## config.mk

```make
export PLATFORM = sky130hd
export DESIGN_NAME = adc_seq_ctrl
export DESIGN_NICKNAME = d
export VERILOG_FILES = /design/src/rtl/adc_seq_pkg.sv /design/src/rtl/adc_seq_timer.sv /design/src/rtl/adc_seq_edge.sv /design/src/rtl/adc_seq_fsm.sv /design/src/rtl/adc_seq_ctrl.sv
export SDC_FILE = /design/constraint.sdc
export NUM_CORES = 1
export LEC_CHECK = 0
export BUFFER_PORTS_ARGS = -buffer_cell sky130_fd_sc_hd__buf_2
export CELL_PAD_IN_SITES_DETAIL_PLACEMENT = 0
export CELL_PAD_IN_SITES_GLOBAL_PLACEMENT = 1
export CORE_MARGIN = 1.5
export CORE_UTILIZATION = 43
export CTS_CLUSTER_DIAMETER = 120
export DETAILED_ROUTE_END_ITERATION = 8
export PLACE_DENSITY = 0.88
export REMOVE_ABC_BUFFERS = 1
export SYNTH_ARGS = -nofsm -noshare
export SYNTH_HDL_FRONTEND = slang
export SYNTH_SLANG_ARGS = --single-unit
```

## constraint.sdc

```tcl
create_clock -name clk -period 5.4 [get_ports clk]
set_clock_uncertainty 0.05 [all_clocks]
set_input_delay 1.08 -clock clk [delete_from_list [all_inputs] [get_ports clk]]
set_output_delay 1.08 -clock clk [all_outputs]
set_load 0.01 [all_outputs]
```

## src/rtl/adc_seq_pkg.sv

```systemverilog
// Shared types for the conversion sequencer.
package adc_seq_pkg;
    typedef enum logic [2:0] {
        ST_IDLE,   // awake, waiting for a trigger
        ST_CONV,   // start pulse low
        ST_WAIT,   // waiting for busy to return high
        ST_READ,   // chip-select and read strobe low
        ST_HOLD,   // result offered to host
        ST_SLEEP   // converter powered down
    } seq_state_t;
endpackage

```

## src/rtl/adc_seq_timer.sv

```systemverilog
// Interval timer: emits a one-cycle tick every `period` cycles.
// Assumes period may change at any time; period 0 stops and clears it.
module adc_seq_timer #(
    parameter int PER_W = 16
) (
    input  logic             clk,
    input  logic             rst_n,
    input  logic [PER_W-1:0] period,
    output logic             tick
);
    logic [PER_W-1:0] cnt_q;

    // Count up to period-1, wrap and pulse tick.
    always_ff @(posedge clk) begin
        if (!rst_n) begin
            cnt_q <= '0;
            tick  <= 1'b0;
        end else if (period == '0) begin
            cnt_q <= '0;
            tick  <= 1'b0;
        end else if (cnt_q >= period - 1'b1) begin
            cnt_q <= '0;
            tick  <= 1'b1;
        end else begin
            cnt_q <= cnt_q + 1'b1;
            tick  <= 1'b0;
        end
    end
endmodule

```

## src/rtl/adc_seq_edge.sv

```systemverilog
// Synchronizer plus rising-edge detector for the converter busy line.
// Assumes the input idles high; output is a one-cycle pulse per rise.
module adc_seq_edge #(
    parameter int STAGES = 2
) (
    input  logic clk,
    input  logic rst_n,
    input  logic din,
    output logic rise
);
    logic [STAGES-1:0] sync_q;
    logic              last_q;

    // Synchronizer chain; first stage samples the pin.
    always_ff @(posedge clk) begin
        if (!rst_n) sync_q[0] <= 1'b1;
        else        sync_q[0] <= din;
    end

    generate
        for (genvar i = 1; i < STAGES; i++) begin : g_stage
            // Each later stage follows the previous one.
            always_ff @(posedge clk) begin
                if (!rst_n) sync_q[i] <= 1'b1;
                else        sync_q[i] <= sync_q[i-1];
            end
        end
    endgenerate

    // Remember the last synchronized value for edge detection.
    always_ff @(posedge clk) begin
        if (!rst_n) last_q <= 1'b1;
        else        last_q <= sync_q[STAGES-1];
    end

    assign rise = sync_q[STAGES-1] & ~last_q;
endmodule

```

## src/rtl/adc_seq_fsm.sv

```systemverilog
// Sequencer: start pulse, end-of-conversion wait, timed read, result hold,
// power-down and post-wake discard. Assumes busy_rise is already synchronized.
module adc_seq_fsm
    import adc_seq_pkg::*;
#(
    parameter int DATA_W = 12,
    parameter int CONV_W = 2,
    parameter int RD_W   = 3
) (
    input  logic              clk,
    input  logic              rst_n,
    input  logic              trig,
    input  logic              sleep_req,
    input  logic              busy_rise,
    input  logic [DATA_W-1:0] rd_data,
    input  logic              res_ready,
    output logic              convst_n,
    output logic              cs_n,
    output logic              rd_n,
    output logic              mode,
    output logic              res_valid,
    output logic [DATA_W-1:0] res_data,
    output logic              irq,
    output logic              overrun
);
    localparam int MAX_W = (CONV_W > RD_W) ? CONV_W : RD_W;
    localparam int CNT_W = $clog2(MAX_W + 1);
    localparam logic [CNT_W-1:0] CONV_LAST = CNT_W'(CONV_W - 1);
    localparam logic [CNT_W-1:0] RD_LAST   = CNT_W'(RD_W - 1);

    seq_state_t        state_q;
    logic [CNT_W-1:0]  cnt_q;
    logic              discard_q;
    logic [DATA_W-1:0] data_q;
    logic              irq_q;
    logic              ovr_q;

    // Main sequencing: state, width counter, discard, capture and flags.
    always_ff @(posedge clk) begin
        if (!rst_n) begin
            state_q   <= ST_IDLE;
            cnt_q     <= '0;
            discard_q <= 1'b0;
            data_q    <= '0;
            irq_q     <= 1'b0;
            ovr_q     <= 1'b0;
        end else begin
            if (trig && state_q != ST_IDLE && state_q != ST_SLEEP)
                ovr_q <= 1'b1;
            case (state_q)
                ST_IDLE: begin
                    if (sleep_req) begin
                        state_q <= ST_SLEEP;
                    end else if (trig) begin
                        state_q <= ST_CONV;
                        cnt_q   <= '0;
                    end
                end
                ST_CONV: begin
                    if (cnt_q == CONV_LAST) state_q <= ST_WAIT;
                    else                    cnt_q   <= cnt_q + 1'b1;
                end
                ST_WAIT: begin
                    if (busy_rise) begin
                        state_q <= ST_READ;
                        cnt_q   <= '0;
                        if (!discard_q) irq_q <= 1'b1;
                    end
                end
                ST_READ: begin
                    if (cnt_q == RD_LAST) begin
                        if (discard_q) begin
                            discard_q <= 1'b0;
                            state_q   <= ST_IDLE;
                        end else begin
                            data_q  <= rd_data;
                            state_q <= ST_HOLD;
                        end
                    end else begin
                        cnt_q <= cnt_q + 1'b1;
                    end
                end
                ST_HOLD: begin
                    if (res_ready) begin
                        irq_q   <= 1'b0;
                        state_q <= ST_IDLE;
                    end
                end
                ST_SLEEP: begin
                    if (!sleep_req) begin
                        discard_q <= 1'b1;
                        cnt_q     <= '0;
                        state_q   <= ST_CONV;
                    end
                end
                default: state_q <= ST_IDLE;
            endcase
        end
    end

    // Converter pins and host outputs decoded from the registered state.
    assign convst_n  = (state_q != ST_CONV);
    assign cs_n      = (state_q != ST_READ);
    assign rd_n      = (state_q != ST_READ);
    assign mode      = (state_q != ST_SLEEP);
    assign res_valid = (state_q == ST_HOLD);
    assign res_data  = data_q;
    assign irq       = irq_q;
    assign overrun   = ovr_q;
endmodule

```

## src/rtl/adc_seq_ctrl.sv

```systemverilog
// Top level: interval timer and host start feed the sequencer; the busy
// line is synchronized before use. Assumes one converter on private pins.
module adc_seq_ctrl #(
    parameter int DATA_W      = 12,
    parameter int PER_W       = 16,
    parameter int CONV_W      = 2,
    parameter int RD_W        = 3,
    parameter int SYNC_STAGES = 2
) (
    input  logic              clk,
    input  logic              rst_n,
    input  logic [PER_W-1:0]  cfg_period,
    input  logic              host_start,
    input  logic              sleep_req,
    input  logic              adc_busy_n,
    input  logic [DATA_W-1:0] adc_data,
    output logic              adc_convst_n,
    output logic              adc_cs_n,
    output logic              adc_rd_n,
    output logic              adc_mode,
    output logic              res_valid,
    input  logic              res_ready,
    output logic [DATA_W-1:0] res_data,
    output logic              irq,
    output logic              overrun
);
    logic tmr_tick;
    logic busy_rise;

    adc_seq_timer #(.PER_W(PER_W)) timer_i (
        .clk    (clk),
        .rst_n  (rst_n),
        .period (cfg_period),
        .tick   (tmr_tick)
    );

    adc_seq_edge #(.STAGES(SYNC_STAGES)) edge_i (
        .clk   (clk),
        .rst_n (rst_n),
        .din   (adc_busy_n),
        .rise  (busy_rise)
    );

    adc_seq_fsm #(.DATA_W(DATA_W), .CONV_W(CONV_W), .RD_W(RD_W)) fsm_i (
        .clk       (clk),
        .rst_n     (rst_n),
        .trig      (tmr_tick | host_start),
        .sleep_req (sleep_req),
        .busy_rise (busy_rise),
        .rd_data   (adc_data),
        .res_ready (res_ready),
        .convst_n  (adc_convst_n),
        .cs_n      (adc_cs_n),
        .rd_n      (adc_rd_n),
        .mode      (adc_mode),
        .res_valid (res_valid),
        .res_data  (res_data),
        .irq       (irq),
        .overrun   (overrun)
    );
endmodule

```

== Yosys cells after proc, flatten, opt, wreduce, memory -nomap -nowiden ==
Cells that the tools add are included.
Cells by class
  $add $sub $neg: 3
  order comparisons: 1
  equal/unequal tests: 21
  multiplexer cells: 24
  bitwise operators: 5
  reduce and logical (&&, ||, !) cells: 15
Operator list (number)
  $mux 3: 8
  $pmux 3 s6: 1
  $add 16x1->16 const B: 1
  $ge 16x16->1: 1
  $logic_not 16->1: 1
  $sub 16x1->16 const B: 1
  $mux 2: 6
  $ne 2x2->1 const B: 6
  $pmux 2 s5: 1
  $ne 2x1->1 const B: 4
  $reduce_and 7->1: 1
  $eq 3x2->1 const B: 2
  $eq 3x3->1 const B: 2
  $mux 1: 6
  $ne 3x2->1 const B: 2
  $reduce_and 3->1: 2
  $reduce_and 6->1: 1
  $reduce_bool 5->1: 1
  $pmux 1 s2: 2
  $reduce_and 4->1: 1
  $reduce_bool 2->1: 2
  $eq 3x1->1 const B: 1
  $logic_not 3->1: 1
  $ne 3x1->1 const B: 1
  11 further kinds: 14
Word-level totals
  flip-flop bits (word level): 40
  bits of input ports: 34
  output and inout port bits: 19
  word-level logic and storage cells: 80

== Depth between registers and ports, before layout ==
  word-level depth: 4
  mapped depth: 13

== Modules after synthesis ==
A second synthesis with hierarchy kept.
Unflattened totals
  cell total of the unflattened synthesis: 263
  area total of the unflattened synthesis: 2509.9 um2
Modules (own cells, without submodules)
  adc_seq_timer: times used 1, cells an instance 154, area each 1420.1 um2, seq. area each 340.3 um2
  adc_seq_fsm: times used 1, cells an instance 101, area each 991.0 um2, seq. area each 400.4 um2
  adc_seq_edge: times used 1, cells an instance 7, area each 92.6 um2, seq. area each 60.1 um2
  adc_seq_ctrl: times used 1, cells an instance 1, area each 6.3 um2, seq. area each 0.0 um2

== Worst setup path before layout ==
Ideal clock, no wire load.
  path type: input port to flip-flop
  start point: input port cfg_period[0]
  end point: register timer_i.cnt_q[8]
  library setup time: 64 ps
  arrival: 3609 ps
  path slack: 1678 ps
  stages: 13
  cell sequence: inv_1 > ha_1 > or4b_1 > buf_2 > nor4_1 > xnor2_1 > ha_1 > and4_1 > and3_2 > a31oi_1 > nand4_2 > buf_6 > nor2_1
On the way
  word-level cells in the longest chain between the ends: 3
RTL lines
  from (decl): RTL line adc_seq_ctrl.sv:12  | input logic [PER_W-1:0] cfg_period,
  $sub 16x1->16: RTL line adc_seq_timer.sv:21  | end else if (cnt_q >= period - 1'b1) begin
  $ge 16x16->1: RTL line adc_seq_timer.sv:21
  $reduce_or 3->1 (no line) (*)
  to (signal assigned): RTL line adc_seq_timer.sv:25  | cnt_q <= cnt_q + 1'b1;
  to (decl): RTL line adc_seq_timer.sv:11  | logic [PER_W-1:0] cnt_q;
Mark *: on every way between the ends. The rest lies on a longest branch, timed or not.
A chain may end at the register's enable or synchronous reset.

== Final worst setup path ==
  start point: input port cfg_period[0]
  end point: register timer_i.cnt_q[15]
Same word-level chain as after synthesis.

==> run summary <==
run status: complete, no violations
library cells used by synthesis: 46
Synthesis Warnings: 0
most used flip-flop cell after synthesis: sky130_fd_sc_hd__dfxtp_1
core footprint: 5238 µm²
number of synthesized flops with an enable pin: 0
initial antenna violation count: 0
antenna viol nets, final: 0
post-detailed-placement half-perimeter wirelength: 3467 µm
hold-fix buffers at CTS: 0
critical path's most frequent cell: sky130_fd_sc_hd__ha_1
area occupied by multi-input gates: 1495 µm²
horizontal die dimension: 77.57 µm
Vias/cell: 5.023
number of nets in the layout: 382
first drt pass iteration count: 4
maximum number of pins on one net before global-route repair: 19
routed vias: 2004
cell types with the largest area share after synthesis: sky130_fd_sc_hd__dfxtp_1 (33%), sky130_fd_sc_hd__ha_1 (10%), sky130_fd_sc_hd__nor2_1 (7.4%)
transition at the pin with the smallest max-transition slack: 1.135 ns
required arrival time at the worst endpoint: 5.57 ns
mean area per synthesized cell: 8.539 µm²
number of placement rows: 26
Routed WL: 4488 µm
worst endpoint data arrival time: 3.99 ns
CTS resizes: 0
FF+latch count, synth: 40
setup repair after global routing missed its margin: no
Critical Path Slowest Stage Cell: sky130_fd_sc_hd__or4b_1
post-placement cell count: 391
clock insertion delay at the later pin of the skew report: 0.28 ns
CTS tree: done
type of the worst min-delay path: reg -> reg
maximum fanout encountered on the critical timing path: 16
area taken by flip-flops and latches: 800.8 µm²
Detailed Route Iter0 Violations: 43
share of flip-flops with an asynchronous set or reset: 0%
critical path's largest stage delay: 0.55 ns
ordered list of cells on the worst path: buf_2, inv_1, ha_1, or4b_1, nor4_1, xnor2_1, ha_1, and4_1, and3_2, a31oi_1, nand4_2, nor2_1
total global routing track utilization: 15.72%
proportion of synthesized chip area in sequential cells: 33.49%
ports placed on the boundary: 53
routed len/inst: 11.25 µm
fill count: 500
clock transition at the register clock pins on the worst setup and hold paths after CTS: 0.08 ns
area enclosed by the die boundary: 6017 µm²
Worst Setup Start Kind: input pin
commonest cells in the synthesized netlist: sky130_fd_sc_hd__nor2_1 (47), sky130_fd_sc_hd__dfxtp_1 (40), sky130_fd_sc_hd__ha_1 (20)
VDD IR-drop max: 0.1176 mV
vias in the first global route: 1770
layout overhead on the synthesized area: 18.63%
Hold Fails Final Rpt: 0
setup violators final: 0
Max-slew headroom: 23.99%
Synth top area share: 33.49%
initial core utilization: 45.65%
Num CTS Buffers: 5
Die Span Y: 77.57 µm
share of post-route cells with drive strength above 1: 21.58%
DRC violation count after routing: 0
final cell count without fillers: 399
maximum level of the CTS H-tree: 2
post-CTS setup buffer count: 0
count of buffers inserted at the top-level ports: 52
global route overflow: 0
top cell type by total area after synthesis: sky130_fd_sc_hd__dfxtp_1
category of the most critical setup path: in -> reg
post-layout min period: 3.819 ns
maxcap violations: 0
Crit. End Element: flop
routability-driven placement congestion ratio: 0.8170
Final TNS setup: 0 ns
cell area after technology mapping: 2391 µm²
power density normalized to cell area: 291.5 nW/µm²
fmax: 261.8 MHz
buffer cell driving the clock tree root: sky130_fd_sc_hd__clkbuf_8
cell with the most instances after synthesis: sky130_fd_sc_hd__nor2_1
first-pass GRT wire length: 7728 µm
gate count after technology mapping: 280
clock tree buffer depth: 2
final number of max-transition violations: 0
CP bufs+invs: 2
count of antenna diodes in the layout: 0
final worst path period share: 70.72%
kind of cell adding the most delay to the critical path: simple AND/OR/NAND/NOR gates
total leakage power: 1.182 nW
Num Clock Sinks: 40
## area by class of cell
type	instances	area share, %
repair buffers	52	9.175
flip-flops and latches	40	28.23
multi-input cells	220	52.71
well taps	70	3.088
inverters	9	1.191
clock inverters	3	3.176
clock buffers	5	2.426
## cell usage in the layout, fill, tap and decap left out, types with 6 or more instances in the layout
cell	n
sky130_fd_sc_hd__xnor2_1	16
sky130_fd_sc_hd__nor3_1	10
sky130_fd_sc_hd__buf_2	52
sky130_fd_sc_hd__nand3_1	7
sky130_fd_sc_hd__inv_1	8
sky130_fd_sc_hd__mux2i_1	14
sky130_fd_sc_hd__dfxtp_1	40
sky130_fd_sc_hd__ha_1	20
sky130_fd_sc_hd__nand2b_1	8
sky130_fd_sc_hd__a21oi_1	14
sky130_fd_sc_hd__nor2_1	47
sky130_fd_sc_hd__nand2_1	17
sky130_fd_sc_hd__nor2b_1	6
sky130_fd_sc_hd__xor2_1	12
sky130_fd_sc_hd__o21ai_0	10
## state kept, by name, indices dropped and copies added, names as in the netlist
signal and flops:
fsm_i.res_data 12, timer_i.tick 1, fsm_i.state_q 3, edge_i.sync_q 2
fsm_i.overrun 1, edge_i.last_q 1, fsm_i.discard_q 1, fsm_i.irq 1
timer_i.cnt_q 16, fsm_i.cnt_q 2
## routing by layer
| layer | track usage, % | up-vias | share of wire [%] |
|---|---|---|---|
| li1 | - | 1061 | - |
| met1 | 20.39 | 875 | 50 |
| met2 | 26.14 | 63 | 44 |
| met3 | 3.176 | 5 | 5.1 |
| met4 | 4.909 | 0 | 1.2 |
| met5 | 0 | - | 0 |
## cell families (layout without fill, tap and decap cells)
group	after synthesis	in the layout	synth area share, %
compound gates	36	36	8.897
fa+ha+maj	20	20	10.47
buf+inv	20	69	3.977
simple gates	122	122	27.05
flops	40	40	33.49
mux	14	14	5.861
xor+xnor	28	28	10.26
## worst paths after layout
kind,startpoint,endpoint,slack [ns],cells after the start
max,cfg_period[0],timer_i.cnt_q[15]$_SDFF_PP0_,1.58,12
min,edge_i.sync_q[0]$_SDFF_PN1_,edge_i.sync_q[1]$_SDFF_PN1_,0.36,1
max reg2reg,fsm_i.state_q[0]$_SDFFE_PN0P_,fsm_i.res_data[9]$_SDFFE_PN0P_,2.91,5
min reg2reg,edge_i.sync_q[0]$_SDFF_PN1_,edge_i.sync_q[1]$_SDFF_PN1_,0.36,1
## report_power, final
group / internal, W / switching, W
combinational: 0.0000750 / 0.0000791
clock: 0.000231 / 0.000103
sequential: 0.000309 / 0.0000296
total: 0.000615 / 0.000211
## stage by stage
stage / total power (W) / hold slack (ns) / setup WS [ns] / instance area (µm²) / util, %
2_1_floorplan: 0.0004453 / 0.3363 / 1.701 / 2330 / -
3_3_place_gp: 0.0004966 / 0.3400 / 1.323 / 2678 / 51.12
3_5_place_dp: 0.0004981 / 0.3448 / 1.219 / 2678 / 51.12
4_1_cts: 0.0008330 / 0.3612 / 1.526 / 2836 / 54.16
5_1_grt: 0.0008713 / 0.4158 / 1.351 / 2836 / 54.16
6_report: 0.0008268 / 0.3583 / 1.581 / 2836 / 54.16
Note: power is estimated with default switching activity, not from simulation.
